===== src/rtl/regbus_xcvr_pkg.sv =====
package regbus_xcvr_pkg;
  typedef struct packed {
    logic loadAB;
    logic loadBA;
    logic driveA;
    logic driveB;
    logic pickStoredA;
    logic pickStoredB;
  } xferCtl_t;
endpackage


===== src/rtl/regbus_xcvr_edge.sv =====
module regbus_xcvr_edge #(
  parameter int STAGES = 2
) (
  input  logic clk,
  input  logic rst,
  input  logic strobeRaw,
  output logic risePulse
);
  localparam int LAST = STAGES - 1;
  logic [STAGES-1:0] syncChain;
  logic prevLevel;

  always_ff @(posedge clk) begin
    if (rst) begin
      syncChain <= '0;
      prevLevel <= 1'b0;
    end else begin
      syncChain <= {syncChain[STAGES-2:0], strobeRaw};
      prevLevel <= syncChain[LAST];
    end
  end

  assign risePulse = syncChain[LAST] & ~prevLevel;
endmodule


===== src/rtl/regbus_xcvr_ctrl.sv =====
module regbus_xcvr_ctrl
  import regbus_xcvr_pkg::*;
#(
  parameter int SYNC_STAGES = 2
) (
  input  logic     clk,
  input  logic     rst,
  input  logic     enN,
  input  logic     towardB,
  input  logic     selAtoB,
  input  logic     selBtoA,
  input  logic     capAtoB,
  input  logic     capBtoA,
  output xferCtl_t ctl
);
  localparam int NUM_DIR = 2;
  logic [NUM_DIR-1:0] rawStrobes;
  logic [NUM_DIR-1:0] loads;

  assign rawStrobes = {capBtoA, capAtoB};

  for (genvar d = 0; d < NUM_DIR; d++) begin : g_dir
    regbus_xcvr_edge #(.STAGES(SYNC_STAGES)) u_edge (
      .clk       (clk),
      .rst       (rst),
      .strobeRaw (rawStrobes[d]),
      .risePulse (loads[d])
    );
  end

  logic outputsOn;
  assign outputsOn = ~enN & ~rst;

  always_comb begin
    ctl.loadAB      = loads[0];
    ctl.loadBA      = loads[1];
    ctl.driveA      = outputsOn & ~towardB;
    ctl.driveB      = outputsOn & towardB;
    ctl.pickStoredA = selBtoA;
    ctl.pickStoredB = selAtoB;
  end
endmodule


===== src/rtl/regbus_xcvr_datapath.sv =====
module regbus_xcvr_datapath
  import regbus_xcvr_pkg::*;
#(
  parameter int WIDTH = 8
) (
  input  logic             clk,
  input  logic             rst,
  input  xferCtl_t         ctl,
  input  logic [WIDTH-1:0] portAIn,
  input  logic [WIDTH-1:0] portBIn,
  output logic [WIDTH-1:0] portAOut,
  output logic [WIDTH-1:0] portBOut,
  output logic [WIDTH-1:0] storedAB,
  output logic [WIDTH-1:0] storedBA
);
  always_ff @(posedge clk) begin
    if (rst) begin
      storedAB <= '0;
      storedBA <= '0;
    end else begin
      if (ctl.loadAB) storedAB <= portAIn;
      if (ctl.loadBA) storedBA <= portBIn;
    end
  end

  logic [WIDTH-1:0] srcForA, srcForB;
  assign srcForA = ctl.pickStoredA ? storedBA : portBIn;
  assign srcForB = ctl.pickStoredB ? storedAB : portAIn;

  assign portAOut = ctl.driveA ? srcForA : '0;
  assign portBOut = ctl.driveB ? srcForB : '0;
endmodule


===== src/rtl/regbus_xcvr.sv =====
module regbus_xcvr
  import regbus_xcvr_pkg::*;
#(
  parameter int WIDTH       = 8,
  parameter int SYNC_STAGES = 2
) (
  input  logic             clk,
  input  logic             rst,
  input  logic             enN,
  input  logic             towardB,
  input  logic             selAtoB,
  input  logic             selBtoA,
  input  logic             capAtoB,
  input  logic             capBtoA,
  input  logic [WIDTH-1:0] portAIn,
  output logic [WIDTH-1:0] portAOut,
  output logic             portAOe,
  input  logic [WIDTH-1:0] portBIn,
  output logic [WIDTH-1:0] portBOut,
  output logic             portBOe
);
  xferCtl_t ctl;
  logic [WIDTH-1:0] storedAB, storedBA;

  regbus_xcvr_ctrl #(.SYNC_STAGES(SYNC_STAGES)) u_ctrl (
    .clk     (clk),
    .rst     (rst),
    .enN     (enN),
    .towardB (towardB),
    .selAtoB (selAtoB),
    .selBtoA (selBtoA),
    .capAtoB (capAtoB),
    .capBtoA (capBtoA),
    .ctl     (ctl)
  );

  regbus_xcvr_datapath #(.WIDTH(WIDTH)) u_dp (
    .clk      (clk),
    .rst      (rst),
    .ctl      (ctl),
    .portAIn  (portAIn),
    .portBIn  (portBIn),
    .portAOut (portAOut),
    .portBOut (portBOut),
    .storedAB (storedAB),
    .storedBA (storedBA)
  );

  assign portAOe = ctl.driveA;
  assign portBOe = ctl.driveB;
endmodule


===== config.mk =====
export PLATFORM = sky130hd
export DESIGN_NAME = regbus_xcvr
export DESIGN_NICKNAME = d
export VERILOG_FILES = /design/src/rtl/regbus_xcvr_pkg.sv /design/src/rtl/regbus_xcvr_edge.sv /design/src/rtl/regbus_xcvr_ctrl.sv /design/src/rtl/regbus_xcvr_datapath.sv /design/src/rtl/regbus_xcvr.sv
export SDC_FILE = /design/constraint.sdc
export NUM_CORES = 1
export LEC_CHECK = 0
export CAP_MARGIN = 30
export CORE_MARGIN = 10
export CORE_UTILIZATION = 52
export DETAILED_ROUTE_END_ITERATION = 10
export DONT_BUFFER_PORTS = 1
export GPL_ROUTABILITY_DRIVEN = 0
export PLACE_DENSITY = 0.73
export REMOVE_ABC_BUFFERS = 1
export SKIP_LAST_GASP = 1
export SYNTH_ARGS = -nofsm -noshare
export SYNTH_HDL_FRONTEND = slang
export SYNTH_SLANG_ARGS = --single-unit

===== constraint.sdc =====
create_clock -name clk -period 1.35 [get_ports clk]
set_input_delay 0.405 -clock clk [delete_from_list [all_inputs] [get_ports clk]]
set_output_delay 0.405 -clock clk [all_outputs]
set_load 0.1 [all_outputs]

==> impl_metrics.py <==
metrics = {
    "outcome": {
        "status": "finished, violations left",
        "violations": "setup timing",
    },
    "critical_path": {
        "critPathRequiredTime_ns": 0.95,
        "slowest_stage": "or3b_4",
        "end_kind": "output pin",
        "r2r-start": "u_ctrl.g_dir[0].u_edge.prevLevel",
        "crit_fanout": 5,
        "cp.arrival_ns": 1.29,
        "crit_type": "in -> out",
        "critPathLaunch": "enN",
        "cp-start-kind": "primary input",
        "path_cells": "or3b_4 -> buf_12 -> nor2_4 -> buf_12",
        "cpPeakStageDelay_ns": 0.43,
        "crit_path_frequent_cell": "buf_12",
    },
    "global_routing": {
        "gr-usage-all-layers_pct": 16.67,
        "overflow": 0,
        "antenna_found_initial": 0,
        "grt_pass1_wl_um": 5844,
        "grt_max_degree": 41,
        "grt_pass1_vias": 1050,
    },
    "cts": {
        "clock-sinks": 22,
        "clkLatencyLatePin_ns": 0.32,
        "cts_buffer_depth": 2,
        "htree_levels": 1,
        "clk_pin_slew_ns": 0.13,
        "cts_tree": "done",
        "clock_tree.root_cell": "clkbuf_4",
        "postCtsSetupBuffers": 0,
        "cts_made_buffers": 3,
    },
    "place": {
        "pre_cts_slack_ns": -0.3974,
        "dp.cells": 163,
        "portBuffers": 0,
        "dp_hpwl_um": 2322,
    },
    "finish": {
        "area_growth_syn_to_layout_pct": 58.43,
        "final_common_cell": "dfxtp_1",
        "fill_cells": 84,
        "finalNetCount": 167,
        "final_cell_mix": "22 x dfxtp_1, 20 x buf_12",
        "drive_above_1_share_pct": 33.80,
        "antenna_cells": 0,
        "fin_cells": 169,
    },
    "timing": {
        "rsz0062_at_grt": "yes",
        "worst_slew_pin_slew_ns": 0.3866,
        "period_needed_ns": 1.698,
        "final_hold_viol_count": 0,
        "tns_ns": -5.782,
        "clock_skew_ns": 0.01536,
        "relSlewSlack_pct": 73.49,
        "setup_viol": 18,
        "hold_slack_ns": 0.1314,
        "fmax_ghz": 0.5889,
        "setup_ws_ns": -0.3482,
        "drv_slew": 0,
        "fin_crit_sh_pct": 125.8,
    },
    "detailed_routing": {
        "drt_iter0_drc": 118,
        "detail_route.wl_per_cell_um": 22.08,
        "wl_um": 3732,
        "avgViaCountPerCell": 6.225,
        "wl_met2_um": 1913,
        "ant_nets": 0,
        "vias": 1052,
        "route.met3.wl_um": 306,
        "firstDrtPassIters": 4,
        "wl_met1_um": 1381,
        "drc": 0,
        "top_layer": "met4",
    },
    "floorplan": {
        "die_area_sq_um": 4451,
        "fp.dieH_um": 66.72,
        "die_w_um": 66.72,
        "core_region_area_sq_um": 2022,
        "ios": 42,
        "start_util_pct": 56.13,
        "fp-row-count": 16,
    },
    "logic_synthesis": {
        "avgSynthCellArea_sq_um": 9.302,
        "postSynthCellCount": 122,
        "synth_seq_area_share_pct": 38.81,
        "synth_seq_cells": 22,
        "syn_area_sq_um": 1135,
        "yosys_warnings": 0,
        "synth_cell_types": 15,
    },
    "power_and_ir_drop": {
        "finalPower_mw": 1.505,
        "p_leak_nw": 0.6462,
        "peakVddDrop_uv": 871.5,
        "p_per_area_nw_per_um2": 836.9,
    },
    "run": {
        "max_cap_viol_count": 0,
    },
    "min_path": {
        "hold_path_startpoint": "rst",
        "hold_class": "in -> reg",
    },
}
==> power breakdown <==
part / switching [mW] / internal (mW)
clock: 0.206 / 0.301
sequential: 0.0156 / 0.672
combinational: 0.176 / 0.133
==> flip-flops by register name, summed over array words and instances, names as in the netlist <==
name	flops
u_dp.storedAB	8
u_dp.storedBA	8
u_ctrl.g_dir.u_edge.prevLevel	2
u_ctrl.g_dir.u_edge.syncChain	4
==> final timing paths <==
check	to	slack, ns	cells after the start
hold reg to reg	u_ctrl.g_dir[0].u_edge.syncChain[1]	0.45	1
setup / recovery	portBOut[1]	-0.35	4
hold / removal	u_ctrl.g_dir[1].u_edge.syncChain[0]	0.13	1
setup reg to reg	u_dp.storedAB[5]	0.18	2
==> cell usage after synthesis <==
master | count | share of area [%]
buf_2 | 5 | 2.2
nand2b_1 | 16 | 8.8
and2b_1 | 2 | 1.3
nor2_1 | 16 | 5.3
nor2b_1 | 6 | 3.3
or3b_1 | 1 | 0.77
or3_1 | 1 | 0.55
nand4bb_1 | 16 | 16
mux2i_1 | 16 | 14
dfxtp_1 | 22 | 39
clkbuf_2 | 2 | 0.88
clkbuf_1 | 1 | 0.33
o21ai_0 | 10 | 4.4
o21ai_1 | 6 | 2.6
inv_1 | 2 | 0.66
==> timing repair <==
action | in CTS | in global routing
setup endpoints to repair | 18 | 18
hold buffers | 0 | 0
pin swaps | 18 | 1
gates resized for setup | 30 | 5
cloned | 2 | 0
==> layer usage <==
| metal | vias up | global-route usage, % |
|---|---|---|
| met1 | 517 | 18.79 |
| met4 | 0 | 7.068 |
| met3 | 13 | 4.348 |
| met5 | - | 0 |
| li1 | 470 | - |
| met2 | 52 | 28.67 |
==> cell families (layout without fill, tap and decap cells) <==
kind of cell,count (synthesis),after routing,synth area share [%]
AOI/OAI and AO/OA,16,16,7.057
buffers and inverters,10,30,4.079
DFF,22,22,38.81
muxes,16,16,14.11
and+or+nand+nor,58,58,35.94
==> through the flow <==
step	util [%]	area [sq um]
2_1_floorplan	-	1096
3_3_place_gp	77.17	1560
3_5_place_dp	77.17	1560
6_report	88.92	1798
5_1_grt	88.92	1798
4_1_cts	88.30	1785
==> critical path: cells and delay by family <==
kind | cells | cell delay, ns
and+or+nand+nor | 2 | 0.54
buffers and inverters | 2 | 0.35
==> layout make-up <==
cell class              count  area (sq um)  area share [%]
clock buffers               3         22.52           1.253
clock inverters             1         30.03           1.670
inverters                   2         25.02           1.392
multi-input cells          90         775.7           43.15
flip-flops and latches     22         440.4           24.50
well taps                  27         33.78           1.879
repair buffers             24         470.5           26.17
Power figures use the tool's default switching activity.
